**config.mk**
```make
export PLATFORM = sky130hd
export DESIGN_NAME = irc_redirect
export DESIGN_NICKNAME = d
export VERILOG_FILES = /design/src/rtl/irc_pkg.sv /design/src/rtl/irc_regs.sv /design/src/rtl/irc_pend.sv /design/src/rtl/irc_msg.sv /design/src/rtl/irc_redirect.sv
export SDC_FILE = /design/constraint.sdc
export NUM_CORES = 2
export LEC_CHECK = 0
export BUFFER_PORTS_ARGS = -buffer_cell sky130_fd_sc_hd__buf_2
export CAP_MARGIN = 20
export CORE_ASPECT_RATIO = 0.7
export CORE_MARGIN = 1.5
export CORE_UTILIZATION = 50
export CTS_BUF_LIST = sky130_fd_sc_hd__clkbuf_8
export DETAILED_ROUTE_END_ITERATION = 6
export GPL_TIMING_DRIVEN = 0
export PLACE_DENSITY = 0.69
export SYNTH_ARGS = -nofsm -noshare
export SYNTH_HDL_FRONTEND = slang
export SYNTH_SLANG_ARGS = --single-unit
```
**constraint.sdc**
```tcl
create_clock -name clk -period 14.5 [get_ports clk]
set_input_delay 0.725 -clock clk [delete_from_list [all_inputs] [get_ports clk]]
set_output_delay 0.725 -clock clk [all_outputs]
set_load 0.005 [all_outputs]
```
**src/rtl/irc_pkg.sv**
```systemverilog
// irc_pkg: shared offsets, control-word bit positions and destination
// packing helpers for the interrupt redirection controller.
// Assumes 32-bit registers placed on 8-byte aligned offsets.
package irc_pkg;

    localparam logic [11:0] OFF_INDEX  = 12'h800;
    localparam logic [11:0] OFF_WINDOW = 12'h810;
    localparam logic [11:0] OFF_EOI    = 12'h840;

    localparam int CW_MASK_BIT  = 16;
    localparam int CW_LEVEL_BIT = 15;
    localparam int CW_LOW_BIT   = 13;
    localparam int CW_LOWPRI_BIT = 8;
    localparam int VEC_W        = 6;
    localparam int ENTRY_BASE   = 16;

    localparam logic [31:0] CW_RESET_FLAGS =
        (32'd1 << CW_MASK_BIT) | (32'd1 << CW_LEVEL_BIT) | (32'd1 << CW_LOW_BIT);

    // Pack a processor address into the stored destination format.
    function automatic logic [31:0] pack_dest(input logic [31:0] a);
        return ((a & 32'h0FF0_0000) >> 4) | ((a & 32'h000F_F000) << 12);
    endfunction

    // Unpack a stored destination word into a processor address.
    function automatic logic [31:0] unpack_dest(input logic [31:0] d);
        return ((d << 4) & 32'h0FF0_0000) | ((d >> 12) & 32'h000F_F000)
               | 32'hF000_0000;
    endfunction

endpackage

```
**src/rtl/irc_regs.sv**
```systemverilog
// irc_regs: index register, redirection table and data window decode.
// Reads are combinational; writes land on the next clock edge.
// Assumes the per-input entries (0x10 + 2*i, 0x11 + 2*i) fit in the table.
module irc_regs
    import irc_pkg::*;
#(
    parameter int          N_IN      = 8,
    parameter int          TBL_DEPTH = 32,
    parameter int          ADDR_W    = 12,
    parameter int          REVISION  = 1,
    parameter logic [31:0] CPU_ADDR  = 32'hFFFA_0000
) (
    input  logic                   clk,
    input  logic                   rst_n,
    input  logic                   req_valid,
    input  logic                   req_write,
    input  logic [ADDR_W-1:0]      req_addr,
    input  logic [31:0]            req_wdata,
    output logic [31:0]            rsp_rdata,
    output logic                   rsp_err,
    output logic                   eoi_valid,
    output logic [VEC_W-1:0]       eoi_vec,
    output logic [N_IN-1:0][31:0]  ctl_words,
    output logic [N_IN-1:0][31:0]  dst_words
);
    localparam int IDX_W = $clog2(TBL_DEPTH);

    logic [31:0]             index_q;
    logic [TBL_DEPTH-1:0][31:0] tbl_q;
    logic [ADDR_W-1:0]       slot_addr;
    logic                    hit_index, hit_window, hit_eoi, in_range;
    logic                    wr_index, wr_window;
    logic [IDX_W-1:0]        idx;

    // Reset value of table word k.
    function automatic logic [31:0] reset_word(input int k);
        if (k >= ENTRY_BASE && k < ENTRY_BASE + 2 * N_IN) begin
            if (((k - ENTRY_BASE) % 2) == 0)
                return CW_RESET_FLAGS | 32'(((k - ENTRY_BASE) / 2) + 2);
            else
                return pack_dest(CPU_ADDR);
        end
        return 32'd0;
    endfunction

    // Decode the aligned register slot addressed by the request.
    always_comb begin
        slot_addr  = {req_addr[ADDR_W-1:3], 3'b000};
        hit_index  = (slot_addr == ADDR_W'(OFF_INDEX));
        hit_window = (slot_addr == ADDR_W'(OFF_WINDOW));
        hit_eoi    = (slot_addr == ADDR_W'(OFF_EOI));
        in_range   = (index_q < 32'(TBL_DEPTH));
        idx        = index_q[IDX_W-1:0];
        wr_index   = req_valid && req_write && hit_index;
        wr_window  = req_valid && req_write && hit_window && in_range;
    end

    // Index register update.
    always_ff @(posedge clk) begin
        if (!rst_n)        index_q <= 32'd0;
        else if (wr_index) index_q <= req_wdata;
    end

    // Table storage with per-word reset defaults.
    always_ff @(posedge clk) begin
        if (!rst_n) begin
            for (int k = 0; k < TBL_DEPTH; k++) tbl_q[k] <= reset_word(k);
        end else if (wr_window) begin
            tbl_q[idx] <= req_wdata;
        end
    end

    // Read data and error response.
    always_comb begin
        rsp_rdata = 32'd0;
        rsp_err   = 1'b0;
        if (req_valid) begin
            if (hit_index) begin
                rsp_rdata = req_write ? 32'd0 : index_q;
            end else if (hit_window) begin
                if (!in_range)           rsp_err   = 1'b1;
                else if (req_write)      rsp_rdata = 32'd0;
                else if (index_q == 32'd1)
                    rsp_rdata = {16'(TBL_DEPTH), 16'(REVISION)};
                else                     rsp_rdata = tbl_q[idx];
            end else if (!hit_eoi) begin
                rsp_err = 1'b1;
            end
        end
    end

    // End-of-interrupt strobe toward the pending logic.
    always_comb begin
        eoi_valid = req_valid && req_write && hit_eoi;
        eoi_vec   = req_wdata[VEC_W-1:0];
    end

    // Per-input view of the table.
    for (genvar i = 0; i < N_IN; i++) begin : g_entry
        assign ctl_words[i] = tbl_q[ENTRY_BASE + 2 * i];
        assign dst_words[i] = tbl_q[ENTRY_BASE + 2 * i + 1];
    end

endmodule

```
**src/rtl/irc_pend.sv**
```systemverilog
// irc_pend: edge detection on the inputs, pending bits and the queue of
// messages waiting to leave. Pending bit = vector bits [SLOT_W-1:0].
// Assumes N_IN is a power of two; a set wins over a clear in one cycle.
module irc_pend
    import irc_pkg::*;
#(
    parameter int N_IN   = 8,
    parameter int SLOT_W = $clog2(N_IN)
) (
    input  logic                         clk,
    input  logic                         rst_n,
    input  logic [N_IN-1:0]              irq_in,
    input  logic [N_IN-1:0][31:0]        ctl_words,
    input  logic [N_IN-1:0][31:0]        dst_words,
    input  logic                         eoi_valid,
    input  logic [VEC_W-1:0]             eoi_vec,
    input  logic [N_IN-1:0]              launch_oh,
    output logic [N_IN-1:0]              send_q,
    output logic [N_IN-1:0][SLOT_W-1:0]  src_q
);
    logic [N_IN-1:0]             irq_q, pend_q;
    logic [N_IN-1:0]             rise, fall, set_v, clr_v, fire;
    logic [N_IN-1:0][SLOT_W-1:0] src_n;

    // Edge detection against the previous input levels.
    always_comb begin
        rise = irq_in & ~irq_q;
        fall = ~irq_in & irq_q;
    end

    // Collect set and clear requests per pending bit; lowest input names the source.
    always_comb begin
        set_v = '0;
        clr_v = '0;
        src_n = src_q;
        for (int i = N_IN - 1; i >= 0; i--) begin
            logic [SLOT_W-1:0] s;
            logic              ok;
            s  = ctl_words[i][SLOT_W-1:0];
            ok = !ctl_words[i][CW_MASK_BIT] && (dst_words[i][31:16] != 16'd0);
            if (rise[i] && ok) begin
                set_v[s] = 1'b1;
                if (!pend_q[s]) src_n[s] = SLOT_W'(i);
            end else if (rise[i] || fall[i]) begin
                clr_v[s] = 1'b1;
            end
            if (eoi_valid && ctl_words[i][VEC_W-1:0] == eoi_vec) clr_v[s] = 1'b1;
        end
        fire = set_v & ~pend_q;
    end

    // Input history, pending bits, send queue and message sources.
    always_ff @(posedge clk) begin
        if (!rst_n) begin
            irq_q  <= '0;
            pend_q <= '0;
            send_q <= '0;
            src_q  <= '0;
        end else begin
            irq_q  <= irq_in;
            pend_q <= (pend_q & ~clr_v) | set_v;
            send_q <= (send_q & ~launch_oh) | fire;
            src_q  <= src_n;
        end
    end

endmodule

```
**src/rtl/irc_msg.sv**
```systemverilog
// irc_msg: picks the lowest queued pending bit and drives the outgoing
// message register over a valid/ready handshake. The message reads the
// source input's table entry at launch time.
module irc_msg
    import irc_pkg::*;
#(
    parameter int N_IN   = 8,
    parameter int SLOT_W = $clog2(N_IN)
) (
    input  logic                         clk,
    input  logic                         rst_n,
    input  logic [N_IN-1:0]              send_q,
    input  logic [N_IN-1:0][SLOT_W-1:0]  src_q,
    input  logic [N_IN-1:0][31:0]        ctl_words,
    input  logic [N_IN-1:0][31:0]        dst_words,
    input  logic                         msg_ready,
    output logic [N_IN-1:0]              launch_oh,
    output logic                         msg_valid,
    output logic [63:0]                  msg_addr,
    output logic [31:0]                  msg_data
);
    logic [SLOT_W-1:0] pick;
    logic [SLOT_W-1:0] src;
    logic              any, can_load;

    // Lowest-index queued bit and launch decision.
    always_comb begin
        pick = '0;
        any  = 1'b0;
        for (int s = N_IN - 1; s >= 0; s--) begin
            if (send_q[s]) begin
                pick = SLOT_W'(s);
                any  = 1'b1;
            end
        end
        can_load  = !msg_valid || msg_ready;
        launch_oh = '0;
        if (any && can_load) launch_oh[pick] = 1'b1;
        src = src_q[pick];
    end

    // Outgoing message register.
    always_ff @(posedge clk) begin
        if (!rst_n) begin
            msg_valid <= 1'b0;
            msg_addr  <= '0;
            msg_data  <= '0;
        end else if (any && can_load) begin
            msg_valid <= 1'b1;
            msg_addr  <= {32'hFFFF_FFFF, unpack_dest(dst_words[src])};
            msg_data  <= {{(32 - VEC_W){1'b0}}, ctl_words[src][VEC_W-1:0]};
        end else if (msg_ready) begin
            msg_valid <= 1'b0;
        end
    end

endmodule

```
**src/rtl/irc_redirect.sv**
```systemverilog
// irc_redirect: top of the interrupt redirection controller. Ties the
// register file, pending logic and message output together.
// Assumes one register access per cycle and level inputs synchronous to clk.
module irc_redirect
    import irc_pkg::*;
#(
    parameter int          N_IN      = 8,
    parameter int          TBL_DEPTH = 32,
    parameter int          ADDR_W    = 12,
    parameter int          REVISION  = 1,
    parameter logic [31:0] CPU_ADDR  = 32'hFFFA_0000
) (
    input  logic              clk,
    input  logic              rst_n,
    input  logic              req_valid,
    input  logic              req_write,
    input  logic [ADDR_W-1:0] req_addr,
    input  logic [31:0]       req_wdata,
    output logic [31:0]       rsp_rdata,
    output logic              rsp_err,
    input  logic [N_IN-1:0]   irq_in,
    output logic              msg_valid,
    input  logic              msg_ready,
    output logic [63:0]       msg_addr,
    output logic [31:0]       msg_data
);
    localparam int SLOT_W = $clog2(N_IN);

    logic [N_IN-1:0][31:0]       ctl_words, dst_words;
    logic                        eoi_valid;
    logic [VEC_W-1:0]            eoi_vec;
    logic [N_IN-1:0]             send_q, launch_oh;
    logic [N_IN-1:0][SLOT_W-1:0] src_q;

    irc_regs #(
        .N_IN(N_IN), .TBL_DEPTH(TBL_DEPTH), .ADDR_W(ADDR_W),
        .REVISION(REVISION), .CPU_ADDR(CPU_ADDR)
    ) u_regs (
        .clk(clk), .rst_n(rst_n),
        .req_valid(req_valid), .req_write(req_write),
        .req_addr(req_addr), .req_wdata(req_wdata),
        .rsp_rdata(rsp_rdata), .rsp_err(rsp_err),
        .eoi_valid(eoi_valid), .eoi_vec(eoi_vec),
        .ctl_words(ctl_words), .dst_words(dst_words)
    );

    irc_pend #(.N_IN(N_IN), .SLOT_W(SLOT_W)) u_pend (
        .clk(clk), .rst_n(rst_n), .irq_in(irq_in),
        .ctl_words(ctl_words), .dst_words(dst_words),
        .eoi_valid(eoi_valid), .eoi_vec(eoi_vec),
        .launch_oh(launch_oh), .send_q(send_q), .src_q(src_q)
    );

    irc_msg #(.N_IN(N_IN), .SLOT_W(SLOT_W)) u_msg (
        .clk(clk), .rst_n(rst_n), .send_q(send_q), .src_q(src_q),
        .ctl_words(ctl_words), .dst_words(dst_words),
        .msg_ready(msg_ready), .launch_oh(launch_oh),
        .msg_valid(msg_valid), .msg_addr(msg_addr), .msg_data(msg_data)
    );

endmodule

```
# Word level (Yosys, flattened, before mapping)
# Index checks and enable logic that the tools add are counted.
[op_classes] reduce_logical=67 n_bitwise=56 eq_ne=13 order_cmp=22 muxes=152
[op_table] operator="1024-bit two-way mux" count=2
[op_table] operator="1024-bit bitwise mux" count=1
[op_table] operator="24-bit two-way mux" count=16
[op_table] operator="32-bit two-way mux" count=11
[op_table] operator="8-bit two-way mux" count=33
[op_table] operator="8-bit OR" count=27
[op_table] operator="32-bit binary-select mux with 3-bit select" count=2
[op_table] operator="32-bit binary-select mux with 5-bit select" count=1
[op_table] operator="32-bit demux with 5-bit select" count=1
[op_table] operator="17-bit two-way mux" count=8
[op_table] operator="16-bit nonzero test" count=8
[op_table] operator="3-bit demux with 3-bit select" count=8
[op_table] operator="8-bit AND" count=8
[op_table] operator="8-bit NOT" count=8
[op_table] operator="3-bit two-way mux" count=17
[op_table] operator="16-bit AND" count=3
[op_table] operator="6-bit equality test" count=8
[op_table] operator="16-bit NOT" count=3
[op_table] operator="16-bit OR" count=3
[op_table] operator="1-bit logical AND" count=40
[op_table] operator="3-bit by 4-bit less-than comparator with 1-bit output (second input constant)" count=10
[op_table] operator="1-bit two-way mux" count=33
[op_table] operator="32-bit by 1-bit equality test with 1-bit output (second input constant)" count=1
[op_table] operator="32-bit by 6-bit less-than comparator with 1-bit output (second input constant)" count=1
[op_table] operator="other kinds (16)" count=57
[totals] out_inout_bits=130 input_bits=57 word_cells=357 ff_bits=1140

# Longest topological paths before layout
[logic_depth] word_depth=46 mapped_depth=12

# Hierarchy
# Synthesis repeated with hierarchy kept, for this count alone.
[unflattened] hier_cells=6993 hier_area_um2=64194.1
[modules_own_cells] mod="irc_regs" seq_area_each_um2=26245.2 cells_each=5764 instances=1 area_each_um2=55164.2
[modules_own_cells] mod="irc_pend" seq_area_each_um2=960.9 cells_each=745 instances=1 area_each_um2=5450.2
[modules_own_cells] mod="irc_msg" seq_area_each_um2=480.5 cells_each=484 instances=1 area_each_um2=3579.7

# Worst setup path after synthesis
# No wires, ideal clock.
[synth_path] path_kind="input port to flip-flop" from="in req_addr[11]" to="reg u_regs.tbl_q, in the netlist u_regs.ctl_words[0] (enable)" n_path_buf=3 t_arrival_ps=10239 path_stages=8 setup_slack_ps=605 setup_ps=3655 t_required_ps=10845 cell_sequence="nor3b_1 nand2_1 nor3_1 nand3_1 clkbuf_1 clkbuf_1 clkbuf_1 nand2_1"
[synth_between] elab_chain_len=4
[synth_rtl] element="start, declared" line_no="irc_redirect.sv:17" text="input logic [ADDR_W-1:0] req_addr,"
[synth_rtl] element="9-bit equality test" line_no="irc_regs.sv:50" text="hit_window = (slot_addr == ADDR_W'(OFF_WINDOW));"
[synth_rtl] element="1-bit logical AND (2 in a row)" line_no="irc_regs.sv:55" text="wr_window = req_valid && req_write && hit_window && in_range;"
[synth_rtl] element="2-bit by 1-bit != test with 1-bit output (no source line)"
[synth_rtl] element="end signal, assigned by index" line_no="irc_regs.sv:69" text="tbl_q[idx] <= req_wdata;"
[synth_rtl] element="end, declared" line_no="irc_regs.sv:29" text="logic [TBL_DEPTH-1:0][31:0] tbl_q;"
# No other way between the ends.
# A chain may end at the register's enable or synchronous reset.

# Worst setup path in the final report
[layout_path] from="reg u_regs.index_q[26]" to="out rsp_rdata[11]"
[layout_between] elab_chain_len=7 word_cells_on_any_way=8 classes_between="order compare (1); eq/ne (1); mux (6)"
[layout_rtl] element="start, declared" line_no="irc_regs.sv:28" text="logic [31:0] index_q;"
[layout_rtl] element="start signal, assigned" line_no="irc_regs.sv:61" text="else if (wr_index) index_q <= req_wdata;"
[layout_rtl] element="branches (longest 3 deep; another with 32-bit by 6-bit less-than comparator with 1-bit output)"
[layout_rtl] element="32-bit two-way mux (*)" line_no="irc_regs.sv:81" text="if (!in_range) rsp_err = 1'b1;"
[layout_rtl] element="32-bit two-way mux (*)" line_no="irc_regs.sv:80" text="end else if (hit_window) begin"
[layout_rtl] element="32-bit two-way mux (*)" line_no="irc_regs.sv:78" text="if (hit_index) begin"
[layout_rtl] element="32-bit two-way mux (*)" line_no="irc_regs.sv:77" text="if (req_valid) begin"
[layout_rtl] element="end, declared" line_no="irc_redirect.sv:19" text="output logic [31:0] rsp_rdata,"
# Mark *: on every way between the ends.

==> results.ini <==
[critical_path]
setup.worst_path.start = u_regs.index_q[26]
cp.required_ns = 13.78
r2r-start = u_regs.index_q[26]
worstPathArrival_ns = 5.64
slowest_delay_ns = 0.98
cp_max_fo = 10
r2r-end = u_regs.ctl_words[200]
startpoint_type = register
cp-end-kind = output port
endpoint = rsp_rdata[11]
ff2ff_path_depth = 12
worst-setup-path-type = register to output port
cp_common_cell = buf_2
cp_cell_sequence = nor4b_1, nand4_1, or3_1, a2111oi_0, clkbuf_2, buf_2, a22oi_1, nor2b_1, buf_2
critical_path.slowest_cell = nor4b_1
r2r_slack_ns = 8.18

[pwr]
power_density_mw_per_mm2 = 111
ir_drop_v = 0.000109
power_leakage_uw = 0.0228

[logic_synthesis]
synth_edf_count = 512
synth_cells = 6321
ys_warn_count = 0
synth_most_common_cell = nand2_1
synth_cell_type_count = 84
synthTopCellsByArea = edfxtp_1 (26%), dfxtp_1 (21%), nand2_1 (12%)
synth_ff_type = dfxtp_1
synth_top_area_share_pct = 25.9
synth-seq-cells = 1126
async_flop_share_pct = 0
yosysTopAreaCell = edfxtp_1
syn_area_per_cell_um2 = 9.40
synth_commonest_cells = nand2_1 (1948), dfxtp_1 (614), a21boi_0 (547)
synthesis.area_mm2 = 0.0594
yosysSeqAreaShare_pct = 46.6

[flow_run]
cap_viol_max_count = 0

[drt]
drt-initial-drc-count = 11800
drt-pass1-iter-count = 7
ant_nets = 0
drcViolationCount = 0
post_drt_via_cell_ratio = 6.84
finalWirelength_um = 279000
wl_per_cell_um = 33.2
vias = 57600

[timing]
worst_slew_pin_slew_ns = 1.37
drv_slew = 0
setup_violations = 0
fin_setup_tns_ns = 0
fin_crit_sh_pct = 43.9
slew_headroom_pct = 8.42
rsz0062_at_grt = false
finalCriticalPeriod_ns = 6.37
fin_skew_ns = 0.0606
timing.fmax_mhz = 157
hold_viol = 0

[worst_hold_path]
hp-class = primary input to register
hold_depth = 3

[floorplanning]
rows = 105
ios = 187
die_h_um = 291
start_util_pct = 50.6
die_w_um = 415
core_area_mm2 = 0.117
die-area_mm2 = 0.121

[status]
status = complete, no violations

[final_layout]
nFillCells = 10500
seqCellArea_mm2 = 0.0277
fin_cells = 8415
fin_area_mm2 = 0.0666
nNetsFinal = 6782
multi_input_area_mm2 = 0.0287
syn_to_final_growth_pct = 12.1
drive_gt1_share_pct = 13.7

[placed_design]
dpl_cell_area_mm2 = 0.0629
dp_hpwl_um = 211000
port_buffers = 111
dp.cells = 8065
gp_congestion = 1.07

[global_route]
grt_usage_pct = 44.7
grt_max_degree = 70
grt_pass1_wl_um = 383000
grt-ovfl-total = 0
grt_pass1_vias = 51400
antenna_found_initial = 13

[clock_network]
insertion_delay_ns = 0.97
htree_levels = 4
path_clk_slew_ns = 0.06
cts_setup_buffers = 0
cts.sinks = 1126
clk_path_buf_depth = 3
numCtsBuffers = 178
cts_tree = built
cts_root_buf = clkbuf_8

==> where the power goes <==
part / internal [uW] / switching [uW] / total, uW
sequential: 3420 / 103 / 3530
combinational: 375 / 669 / 1040
clock: 1350 / 1440 / 2790
==> layer usage <==
metal / part of all wire [%] / GRT usage [%]
met4: 5.7 / 21.0
met2: 37 / 56.4
met5: 0.025 / 0
met1: 37 / 62.1
met3: 20 / 22.8
==> layout make-up <==
| type | count | area share (%) |
|---|---|---|
| antenna | 8 | 0.0301 |
| buffer | 705 | 4.78 |
| clock buffer | 204 | 4.22 |
| clock inverter | 115 | 0.909 |
| inverter | 23 | 0.130 |
| multi-input combinational | 4504 | 43.1 |
| sequential | 1126 | 41.5 |
| tap | 1551 | 2.91 |
| timing repair buffer | 179 | 2.44 |
==> layout by cell type (no fill, tap or decap), types with 19 or more instances in the layout <==
master    instances
nor3_1           49
nand3b_1         22
xor2_1           22
buf_1            21
o21ai_0         161
xnor2_1          26
buf_4            91
clkinv_1         22
nand2_1        1947
clkbuf_8        210
edfxtp_1        512
buf_2           162
mux2i_1         168
nor4_1           56
and2_1           19
nor4_2           21
clkbuf_1        510
clkbuf_2         26
mux4_2          261
a221o_1          21
a22oi_1         163
a21boi_0        547
nor2_1          151
buf_8            30
a21oi_1         438
dfxtp_1         614
o22ai_1          58
mux2_2           31
inv_1            88
conb_1           38
nor2b_1          44
nand4_1          45
==> through the flow <==
| stage | power (uW) | worst slack, ns | utilization (%) | hold WS [ns] |
|---|---|---|---|---|
| final | 7360 | 8.13 | 56.7 | 0.105 |
| after global placement | 4600 | -6.49 | 52.8 | 0.445 |
| after global routing | 7470 | 8.30 | 56.7 | 0.133 |
| after CTS | 7240 | 8.28 | 56.5 | 0.0791 |
| after detailed placement | 4560 | 8.39 | 53.5 | 0.454 |
| after floorplan | 4190 | 0.605 | - | 0.437 |
==> worst max-delay path, delay by kind of cell, from the launching register on <==
family | cells | cell delay [ns]
and+or+nand+nor | 4 | 2.91
buffers and inverters | 3 | 0.81
DFF | 1 | 0.43
AOI/OAI and AO/OA | 2 | 0.53
==> timing repair <==
item	in CTS	in global routing
hold endpoints to repair	8	0
hold buffers	8	0
gates resized for setup	0	0
==> kinds of logic (layout without fill, tap and decap cells) <==
| family | after synthesis | in the layout | share of synthesized area [%] |
|---|---|---|---|
| buf+inv | 728 | 1226 | 5.46 |
| simple gates | 2472 | 2472 | 17.5 |
| compound gates | 1478 | 1478 | 16.3 |
| flops | 1126 | 1126 | 46.6 |
| xor+xnor | 48 | 48 | 0.708 |
| other cells | 1 | 46 | 0.00631 |
| mux | 460 | 460 | 13.3 |
| fa+ha+maj | 8 | 8 | 0.168 |
==> worst min path at each step <==
stage	slack, ns	start	end
finish	0.11	req_wdata[6]	register
global route	0.13	req_wdata[25]	register
CTS	0.08	req_wdata[25]	register
detailed placement	0.45	register	register
global placement	0.44	register	register
floorplan	0.44	register	register
Note: power is estimated with default switching activity, not from simulation.
